$ cat src/rtl/tmr_pkg.sv
package tmr_pkg;
  typedef enum logic [1:0] {
    REG_CTRL = 2'd0,
    REG_CMP  = 2'd1,
    REG_CNT  = 2'd2,
    REG_STAT = 2'd3
  } reg_sel_e;

  localparam int CTL_IRQ_BIT  = 0;
  localparam int CTL_CRST_BIT = 1;
  localparam int CTL_PS_LSB   = 2;
  localparam int STAT_OVF_BIT = 0;
endpackage

$ cat src/rtl/tmr_rst_sync.sv
module tmr_rst_sync (
  input  logic clk,
  input  logic arst_n,
  output logic srst_n
);
  logic s1_q, s2_q;

  always_ff @(posedge clk or negedge arst_n) begin
    if (!arst_n) begin
      s1_q <= 1'b0;
      s2_q <= 1'b0;
    end else begin
      s1_q <= 1'b1;
      s2_q <= s1_q;
    end
  end

  assign srst_n = s2_q;
endmodule

$ cat src/rtl/tmr_prescaler.sv
module tmr_prescaler #(
  parameter int PS_W = 3
) (
  input  logic            clk,
  input  logic            rst_n,
  input  logic [PS_W-1:0] sel,
  input  logic            sel_chg,
  output logic            tick
);
  localparam int DIV_W = (1 << PS_W) - 1;

  logic [DIV_W-1:0] div_q, div_d, limit;
  logic             raw_tick;

  // terminal value 2^sel - 1: bit i set when i < sel
  always_comb begin
    for (int i = 0; i < DIV_W; i++) begin
      limit[i] = (i < int'(sel));
    end
  end

  always_comb begin
    raw_tick = (div_q == limit);
    tick     = raw_tick & ~sel_chg;
    if (sel_chg || raw_tick) begin
      div_d = '0;
    end else begin
      div_d = div_q + 1'b1;
    end
  end

  always_ff @(posedge clk or negedge rst_n) begin
    if (!rst_n) begin
      div_q <= '0;
    end else begin
      div_q <= div_d;
    end
  end
endmodule

$ cat src/rtl/tmr_core.sv
module tmr_core #(
  parameter int CNT_W = 16
) (
  input  logic             clk,
  input  logic             rst_n,
  input  logic             tick,
  input  logic             crst_en,
  input  logic [CNT_W-1:0] cmp,
  output logic [CNT_W-1:0] cnt,
  output logic             match,
  output logic             wrap_evt
);
  localparam logic [CNT_W-1:0] CNT_MAX = '1;

  logic [CNT_W-1:0] cnt_q, cnt_d;
  logic             match_q, match_d;
  logic             hit, clr, at_max;

  always_comb begin
    hit      = tick && (cnt_q == cmp);
    clr      = hit && crst_en;
    at_max   = (cnt_q == CNT_MAX);
    wrap_evt = tick && at_max && !clr;
    match_d  = hit;
    cnt_d    = cnt_q;
    if (tick) begin
      if (clr || at_max) begin
        cnt_d = '0;
      end else begin
        cnt_d = cnt_q + 1'b1;
      end
    end
  end

  always_ff @(posedge clk or negedge rst_n) begin
    if (!rst_n) begin
      cnt_q   <= '0;
      match_q <= 1'b0;
    end else begin
      match_q <= match_d;
      if (tick) begin
        cnt_q <= cnt_d;
      end
    end
  end

  assign cnt   = cnt_q;
  assign match = match_q;
endmodule

$ cat src/rtl/tmr_regs.sv
module tmr_regs
  import tmr_pkg::*;
#(
  parameter int CNT_W  = 16,
  parameter int DATA_W = 16,
  parameter int PS_W   = 3
) (
  input  logic              clk,
  input  logic              rst_n,
  input  logic              wr,
  input  logic [1:0]        addr,
  input  logic [DATA_W-1:0] wdata,
  input  logic [CNT_W-1:0]  cnt,
  input  logic              wrap_evt,
  output logic [DATA_W-1:0] rdata,
  output logic              irq_en,
  output logic              crst_en,
  output logic [PS_W-1:0]   ps_sel,
  output logic              sel_chg,
  output logic [CNT_W-1:0]  cmp,
  output logic              ovf
);
  logic              irq_en_q, irq_en_d;
  logic              crst_q, crst_d;
  logic [PS_W-1:0]   ps_q, ps_d;
  logic [CNT_W-1:0]  cmp_q, cmp_d;
  logic              ovf_q, ovf_d;
  logic              wr_ctrl, wr_cmp, wr_stat;

  always_comb begin
    wr_ctrl  = wr && (addr == REG_CTRL);
    wr_cmp   = wr && (addr == REG_CMP);
    wr_stat  = wr && (addr == REG_STAT);
    irq_en_d = irq_en_q;
    crst_d   = crst_q;
    ps_d     = ps_q;
    cmp_d    = cmp_q;
    if (wr_ctrl) begin
      irq_en_d = wdata[CTL_IRQ_BIT];
      crst_d   = wdata[CTL_CRST_BIT];
      ps_d     = wdata[CTL_PS_LSB +: PS_W];
    end
    if (wr_cmp) begin
      cmp_d = wdata[CNT_W-1:0];
    end
    sel_chg = wr_ctrl && (ps_d != ps_q);
    ovf_d   = wrap_evt | (ovf_q & ~(wr_stat & wdata[STAT_OVF_BIT]));
  end

  always_ff @(posedge clk or negedge rst_n) begin
    if (!rst_n) begin
      irq_en_q <= 1'b0;
      crst_q   <= 1'b0;
      ps_q     <= '0;
      cmp_q    <= '0;
      ovf_q    <= 1'b0;
    end else begin
      ovf_q <= ovf_d;
      if (wr_ctrl) begin
        irq_en_q <= irq_en_d;
        crst_q   <= crst_d;
        ps_q     <= ps_d;
      end
      if (wr_cmp) begin
        cmp_q <= cmp_d;
      end
    end
  end

  always_comb begin
    rdata = '0;
    case (addr)
      REG_CTRL: begin
        rdata[CTL_IRQ_BIT]             = irq_en_q;
        rdata[CTL_CRST_BIT]            = crst_q;
        rdata[CTL_PS_LSB +: PS_W]      = ps_q;
      end
      REG_CMP:  rdata[CNT_W-1:0]       = cmp_q;
      REG_CNT:  rdata[CNT_W-1:0]       = cnt;
      default:  rdata[STAT_OVF_BIT]    = ovf_q;
    endcase
  end

  assign irq_en  = irq_en_q;
  assign crst_en = crst_q;
  assign ps_sel  = ps_q;
  assign cmp     = cmp_q;
  assign ovf     = ovf_q;
endmodule

$ cat src/rtl/tmr_modcnt.sv
module tmr_modcnt #(
  parameter int CNT_W  = 16,
  parameter int DATA_W = 16,
  parameter int PS_W   = 3
) (
  input  logic              clk,
  input  logic              rst_n,
  input  logic              bus_wr,
  input  logic [1:0]        bus_addr,
  input  logic [DATA_W-1:0] bus_wdata,
  output logic [DATA_W-1:0] bus_rdata,
  output logic              cmp_match,
  output logic              ovf_flag,
  output logic              irq
);
  logic             srst_n;
  logic             tick, sel_chg, wrap_evt;
  logic             irq_en, crst_en;
  logic [PS_W-1:0]  ps_sel;
  logic [CNT_W-1:0] cmp, cnt;

  tmr_rst_sync u_rst (
    .clk    (clk),
    .arst_n (rst_n),
    .srst_n (srst_n)
  );

  tmr_prescaler #(.PS_W(PS_W)) u_ps (
    .clk     (clk),
    .rst_n   (srst_n),
    .sel     (ps_sel),
    .sel_chg (sel_chg),
    .tick    (tick)
  );

  tmr_core #(.CNT_W(CNT_W)) u_core (
    .clk      (clk),
    .rst_n    (srst_n),
    .tick     (tick),
    .crst_en  (crst_en),
    .cmp      (cmp),
    .cnt      (cnt),
    .match    (cmp_match),
    .wrap_evt (wrap_evt)
  );

  tmr_regs #(.CNT_W(CNT_W), .DATA_W(DATA_W), .PS_W(PS_W)) u_regs (
    .clk      (clk),
    .rst_n    (srst_n),
    .wr       (bus_wr),
    .addr     (bus_addr),
    .wdata    (bus_wdata),
    .cnt      (cnt),
    .wrap_evt (wrap_evt),
    .rdata    (bus_rdata),
    .irq_en   (irq_en),
    .crst_en  (crst_en),
    .ps_sel   (ps_sel),
    .sel_chg  (sel_chg),
    .cmp      (cmp),
    .ovf      (ovf_flag)
  );

  assign irq = ovf_flag & irq_en;
endmodule

$ cat config.mk
export PLATFORM = sky130hd
export DESIGN_NAME = tmr_modcnt
export DESIGN_NICKNAME = d
export VERILOG_FILES = /design/src/rtl/tmr_pkg.sv /design/src/rtl/tmr_rst_sync.sv /design/src/rtl/tmr_prescaler.sv /design/src/rtl/tmr_core.sv /design/src/rtl/tmr_regs.sv /design/src/rtl/tmr_modcnt.sv
export SDC_FILE = /design/constraint.sdc
export NUM_CORES = 1
export LEC_CHECK = 0
export ABC_AREA = 1
export BUFFER_PORTS_ARGS = -buffer_cell sky130_fd_sc_hd__clkbuf_2
export CAP_MARGIN = 20
export CORE_UTILIZATION = 50
export CTS_BUF_LIST = sky130_fd_sc_hd__clkbuf_4
export DETAILED_ROUTE_END_ITERATION = 10
export GPL_ROUTABILITY_DRIVEN = 1
export GPL_TIMING_DRIVEN = 0
export PLACE_DENSITY = 0.71
export RECOVER_POWER = 25
export SETUP_SLACK_MARGIN = 0.05
export SLEW_MARGIN = 20
export SYNTH_ARGS = -nofsm -noshare
export SYNTH_HDL_FRONTEND = slang
export SYNTH_SLANG_ARGS = --single-unit
export TNS_END_PERCENT = 1
$ cat constraint.sdc
create_clock -name clk -period 2.7 [get_ports clk]
set_input_delay 0.135 -clock clk [delete_from_list [all_inputs] [get_ports clk]]
set_output_delay 0.135 -clock clk [all_outputs]
set_load 0.01 [all_outputs]
; After elaboration in Yosys (flattened, before gate mapping)
; Cells that the tools add are included.
; W data, S select, Z words.
[op_classes]
magnitude_cmp = 7
n_mul = 0
bitwise_logic = 7
n_eq_ne = 7
reduce_logical = 12
muxes = 6
addsub = 2
shifts = 0
n_div = 0
[op_table]
columns = operator, n
row1 = $pmux W11 S2, 1
row2 = $add A16 B1 Y16 const B, 1
row3 = $eq A16 B16 Y1, 1
row4 = $eq A16 B16 Y1 const B, 1
row5 = $mux W16, 1
row6 = $pmux W4 S3, 1
row7 = $lt A3 B3 Y1 const A, 3
row8 = $logic_and A1 B1 Y1, 8
row9 = $add A7 B1 Y7 const B, 1
row10 = $eq A7 B7 Y1, 1
row11 = $mux W7, 1
row12 = $lt A1 B3 Y1 const A, 2
row13 = $lt A2 B3 Y1 const A, 2
row14 = $and A1 B1 Y1, 4
row15 = $eq A2 B2 Y1 const B, 2
row16 = $mux W3, 1
row17 = $ne A3 B3 Y1, 1
row18 = $pmux W1 S3, 1
row19 = $eq A2 B1 Y1 const B, 1
row20 = $logic_not A2 Y1, 1
row21 = $logic_or A1 B1 Y1, 2
row22 = $not A1 Y1, 2
row23 = $logic_not A1 Y1, 1
row24 = $or A1 B1 Y1, 1
[word_totals]
rom_bits = 0
memories = 0
ff_bits = 48
latch_bits = 0
ram_bits = 0
input_bits = 21

; Logic depth before layout (Yosys ltp)
[depth]
ltp_word = 12
depth_mapped = 14
ltp_nobuf = 13

; Hierarchy
; A second synthesis with hierarchy kept.
[hier_totals]
cells_unflattened = 437
area_unflattened_um2 = 3239.4
[by_module_without_submodules]
columns = mod, area_each_um2, cells_per_inst, n_inst
row1 = tmr_core, 1385.1, 207, 1
row2 = tmr_regs, 1282.5, 155, 1
row3 = tmr_prescaler, 510.5, 70, 1
row4 = tmr_rst_sync, 53.8, 3, 1
row5 = tmr_modcnt, 7.5, 2, 1

; Least setup slack after synthesis
; No wires, ideal clock.
[synth_timing]
path_kind = input to register
startpoint = in bus_addr[0]
endpoint = reg u_core.cnt_q[10], in the netlist u_core.cnt[10]
n_path_buf = 2
t_arrival_ns = 1.446
setup_slack_ns = 1.131
setup_ns = 0.123
t_required_ns = 2.577
cell_stages = 12
path_cell_list = inv_1 ha_1 nand2_2 buf_6 nor2_1 o21ai_1 nand2_2 nor2_8 buf_4 nand3_1 nand2_1 a21oi_2
[synth_via]
elab_chain_cells = 11
[synth_lines]
columns = element, line_no
row1 = start: declaration, tmr_modcnt.sv:9  ; input logic [1:0] bus_addr,
row2 = $logic_not A2 Y1 *, tmr_regs.sv:31  ; wr_ctrl = wr && (addr == REG_CTRL);
row3 = $logic_and A1 B1 Y1 *, tmr_regs.sv:31
row4 = $mux W3, tmr_regs.sv:38  ; if (wr_ctrl) begin
row5 = $ne A3 B3 Y1, tmr_regs.sv:46  ; sel_chg = wr_ctrl && (ps_d != ps_q);
row6 = $logic_and A1 B1 Y1 *, tmr_regs.sv:46
row7 = $not A1 Y1 *, tmr_prescaler.sv:24  ; tick = raw_tick & ~sel_chg;
row8 = $and A1 B1 Y1 *, tmr_prescaler.sv:24
row9 = $logic_and A1 B1 Y1, tmr_core.sv:20  ; hit = tick && (cnt_q == cmp);
row10 = $logic_and A1 B1 Y1, tmr_core.sv:21  ; clr = hit && crst_en;
row11 = $logic_or A1 B1 Y1, tmr_core.sv:27  ; if (clr || at_max) begin
row12 = $mux W16, tmr_core.sv:27
row13 = end signal: assignment, tmr_core.sv:42  ; cnt_q <= cnt_d;
row14 = end: declaration, tmr_core.sv:15  ; logic [CNT_W-1:0] cnt_q, cnt_d;
; Mark *: on every way between the ends. The rest lies on a longest branch, timed or not.
; A chain may end at the register's enable or synchronous reset.

; Worst setup path in the final report
[layout_timing]
startpoint = reg u_core.cnt_q[11], in the netlist u_core.cnt[11]
endpoint = reg u_core.cnt_q[0], in the netlist u_core.cnt[0]
[layout_via]
elab_chain_cells = 5
elab_cells_between_ends = 6
classes_between = eq/ne: 2 / mux: 1 / reduce/logical: 3
[layout_lines]
columns = element, line_no
row1 = $eq A16 B16 Y1, tmr_core.sv:20
row2 = $logic_and A1 B1 Y1, tmr_core.sv:20
row3 = $logic_and A1 B1 Y1, tmr_core.sv:21
row4 = $logic_or A1 B1 Y1 *, tmr_core.sv:27
row5 = $mux W16 *, tmr_core.sv:27
; Marked as above.

==> key figures <==
Run
  • Max cap viols: 0

Synth
  • Post-synth top area share: 0.3846
  • Syn_area_per_cell: 7.400 sq um
  • Yosys top cell by area: dfrtp_1
  • Ys async rst share: 1.000
  • Cells after Synth: 422
  • Syn nets: 450
  • Synth warn: 0
  • Synth Cell Area: 3123 sq um
  • Top post-synthesis cells by area: dfrtp_1 38%, nand2_1 16%, inv_1 5.6%
  • Register bit total from synthesis: 48
  • Post-synthesis sequential area ratio: 0.3846
  • Post-synth EDFFs: 0
  • Most used DFF post-synth: dfrtp_1
  • Library cells used by synthesis: 33

CTS
  • Setup repair bufs after CTS: 0
  • Hold Buf Count CTS: 9
  • Clock latency on the worst-skew pair: 370 ps
  • Clock root buffer: clkbuf_4
  • Post-CTS sizing: 0
  • Maximum buffer depth of the clock tree: 2
  • H-tree levels: 2
  • CTS Buf Count: 5
  • Clk pin slew, worst setup/hold paths: 140 ps
  • CTS tree: yes
  • CTS sink count: 48

Setup path
  • Worst Setup End Kind: register
  • Kind of critical path: register to register
  • Max Fanout on Critical Path: 9
  • Startpoint types: register
  • Crit path DAT: 2160 ps
  • CP peak stage delay: 340 ps
  • Critical-path top delay cell: dfrtp_1
  • Critical path cell sequence: clkbuf_1 > xnor2_1 > nand2_1 > nor2_1 > nand2_1 > nor2_1 > nand3_4 > nand2_4 > o21ai_1
  • R2R depth: 9
  • Critical Path RT: 2960 ps

Floorplan
  • Die height: 81.03 microns
  • # IOs: 40
  • Initial core utilization: 0.5244
  • DIE AREA: 6566 sq um
  • Die width: 81.03 microns
  • Core area: 5956 sq um
  • Core Rows: 28

STA
  • Final Max Slew Viols: 0
  • Fmax: 525.0 MHz
  • Worst slew pin tran: 819.6 ps
  • Setup TNS Final: 0 ps
  • Final period utilization: 0.7055
  • Final min period: 1905 ps
  • Unrepaired setup endpoints after global routing: no
  • Setup-failing EPs final: 0
  • Clk_skew: 14.94 ps
  • Slew HR: 0.4536
  • Final hold violation count: 0

Route
  • DR vias: 2871
  • Vias per cell: 5.182
  • Detailed-route DRC error count: 0
  • Pre-antenna DRT Iters: 4
  • Initial DRC Count: 159
  • Detail Route Antenna Nets: 0
  • Routed wire per std cell: 13.95 microns
  • Routed WL: 7726 microns

Placed design
  • Placed cells: 537
  • Gp weighted congestion: 0.8533
  • Placed instance area: 3433 sq um
  • Post-DP HPWL: 5775 microns
  • Port Buffers: 39

Global routing
  • First-pass GRT wire length: 12640 microns
  • Largest net degree at the start of global routing: 30
  • Grt total ovfl: 0
  • Number of global-route vias before repair: 2742
  • Initial antenna violation count: 0
  • Overall Global Routing Usage: 0.2555

Finish
  • Commonest non-fill, non-tap cell in the layout: nand2_1
  • Final instance area: 3598 sq um
  • Final non-filler cell total: 554
  • Antenna diode count: 0
  • Most frequent cells in the layout: 137 x nand2_1, 48 x dfrtp_1, 47 x inv_1
  • Final net count: 506
  • Ratio of cells with drive above 1 in the final layout: 0.1754
  • Layout area overhead: 15.22%
  • FILL cells: 570

Power and ir drop
  • Power Density: 482.9 nW/um^2
  • VDD IR max: 0.3359 mV
  • Final total power: 1.738 mW
  • Lkg Pwr: 1.784 nW

Status
  • Status: completed

Min path
  • Tightest Hold Check Type: input pin to register
  • Hold path depth: 3
## routing by layer
metal  up-vias  routed length, microns  track usage
met5         -                       0            0
met4         0                      90      0.09107
met3        10                     465      0.03933
met2        89                    3752       0.4420
met1      1334                    3417       0.3217
li1       1438                       -            -
## per-stage QoR
step | hold slack [ps] | worst slack (ps) | utilization
floorplan | -160.6 | 1131 | -
global placement | -79.62 | 668.7 | 0.5729
detailed placement | -76.99 | 646.9 | 0.5765
CTS | 12.79 | 794.2 | 0.6050
global route | 21.49 | 645.0 | 0.6042
finish | 12.88 | 795.2 | 0.6042
## kinds of logic (layout without fill, tap and decap cells)
family	after synthesis	count (layout)	share of synthesized area
compound gates	41	41	0.07933
xor+xnor	24	24	0.06731
fa+ha+maj	7	7	0.02804
buf+inv	70	127	0.09775
flops	48	48	0.3846
mux	8	8	0.02885
other cells	1	1	0.001201
simple gates	223	223	0.3129
## report_power, final
group | total [mW] | internal [mW] | switching, mW
sequential | 0.891 | 0.800 | 0.0909
clock | 0.434 | 0.204 | 0.229
combinational | 0.413 | 0.184 | 0.228
total | 1.74 | 1.19 | 0.548
## final timing paths
check                                                start                      endpoint  slack (ps)
worst max register to register  u_core.cnt[11]$_DFFE_PN0P_     u_core.cnt[0]$_DFFE_PN0P_         800
worst min-delay path                          bus_wdata[3]  u_regs.ps_sel[1]$_DFFE_PN0N_          10
worst max-delay path            u_core.cnt[11]$_DFFE_PN0P_     u_core.cnt[0]$_DFFE_PN0P_         800
worst min register to register      u_rst.srst_n$_DFF_PN0_          u_regs.ovf$_DFF_PN0_         330
max in group asynchronous           u_rst.srst_n$_DFF_PN0_     u_core.cnt[3]$_DFFE_PN0P_        1720
min in group asynchronous                            rst_n        u_rst.srst_n$_DFF_PN0_          70
## area by class of cell
class	count	area (sq um)	area share
clock inverters	2	35.03	0.009736
clock buffers	6	45.04	0.01252
inverters	51	191.4	0.05320
repair buffers	49	304.0	0.08449
flip-flops and latches	48	1201	0.3338
plain buffers	19	113.9	0.03164
well taps	75	93.84	0.02608
multi-input cells	304	1614	0.4485
## registers in the layout, summed over array words and instances (netlist names)
register and cells:
u_rst.s1_q 1, u_regs.ovf 1, u_rst.srst_n 1, u_ps.div_q 7, u_regs.cmp 16, u_regs.crst_en 1
u_regs.ps_sel 3, u_regs.irq_en 1, u_core.cnt 16, u_core.match 1
## Yosys cell counts, types with 3 or more instances
master	instances
o21ai_0	10
inv_1	47
nand2_2	3
xnor2_1	16
xor2_1	8
inv_2	4
nand4_1	11
a21oi_1	14
o21ai_1	4
ha_1	7
a21oi_2	7
nand3_1	26
dfrtp_1	48
nor2_1	35
buf_6	4
nand2_1	136
o211ai_1	4
clkbuf_1	9
mux2_2	8
## critical path: cells and delay by family, from the launching register on
kind / cells / cell delay (ps)
AND/OR/NAND/NOR: 6 / 880
XOR/XNOR: 1 / 170
buffers and inverters: 1 / 320
flip-flops: 1 / 340
AO/OA/AOI/OAI: 1 / 80
Power figures use the tool's default switching activity.
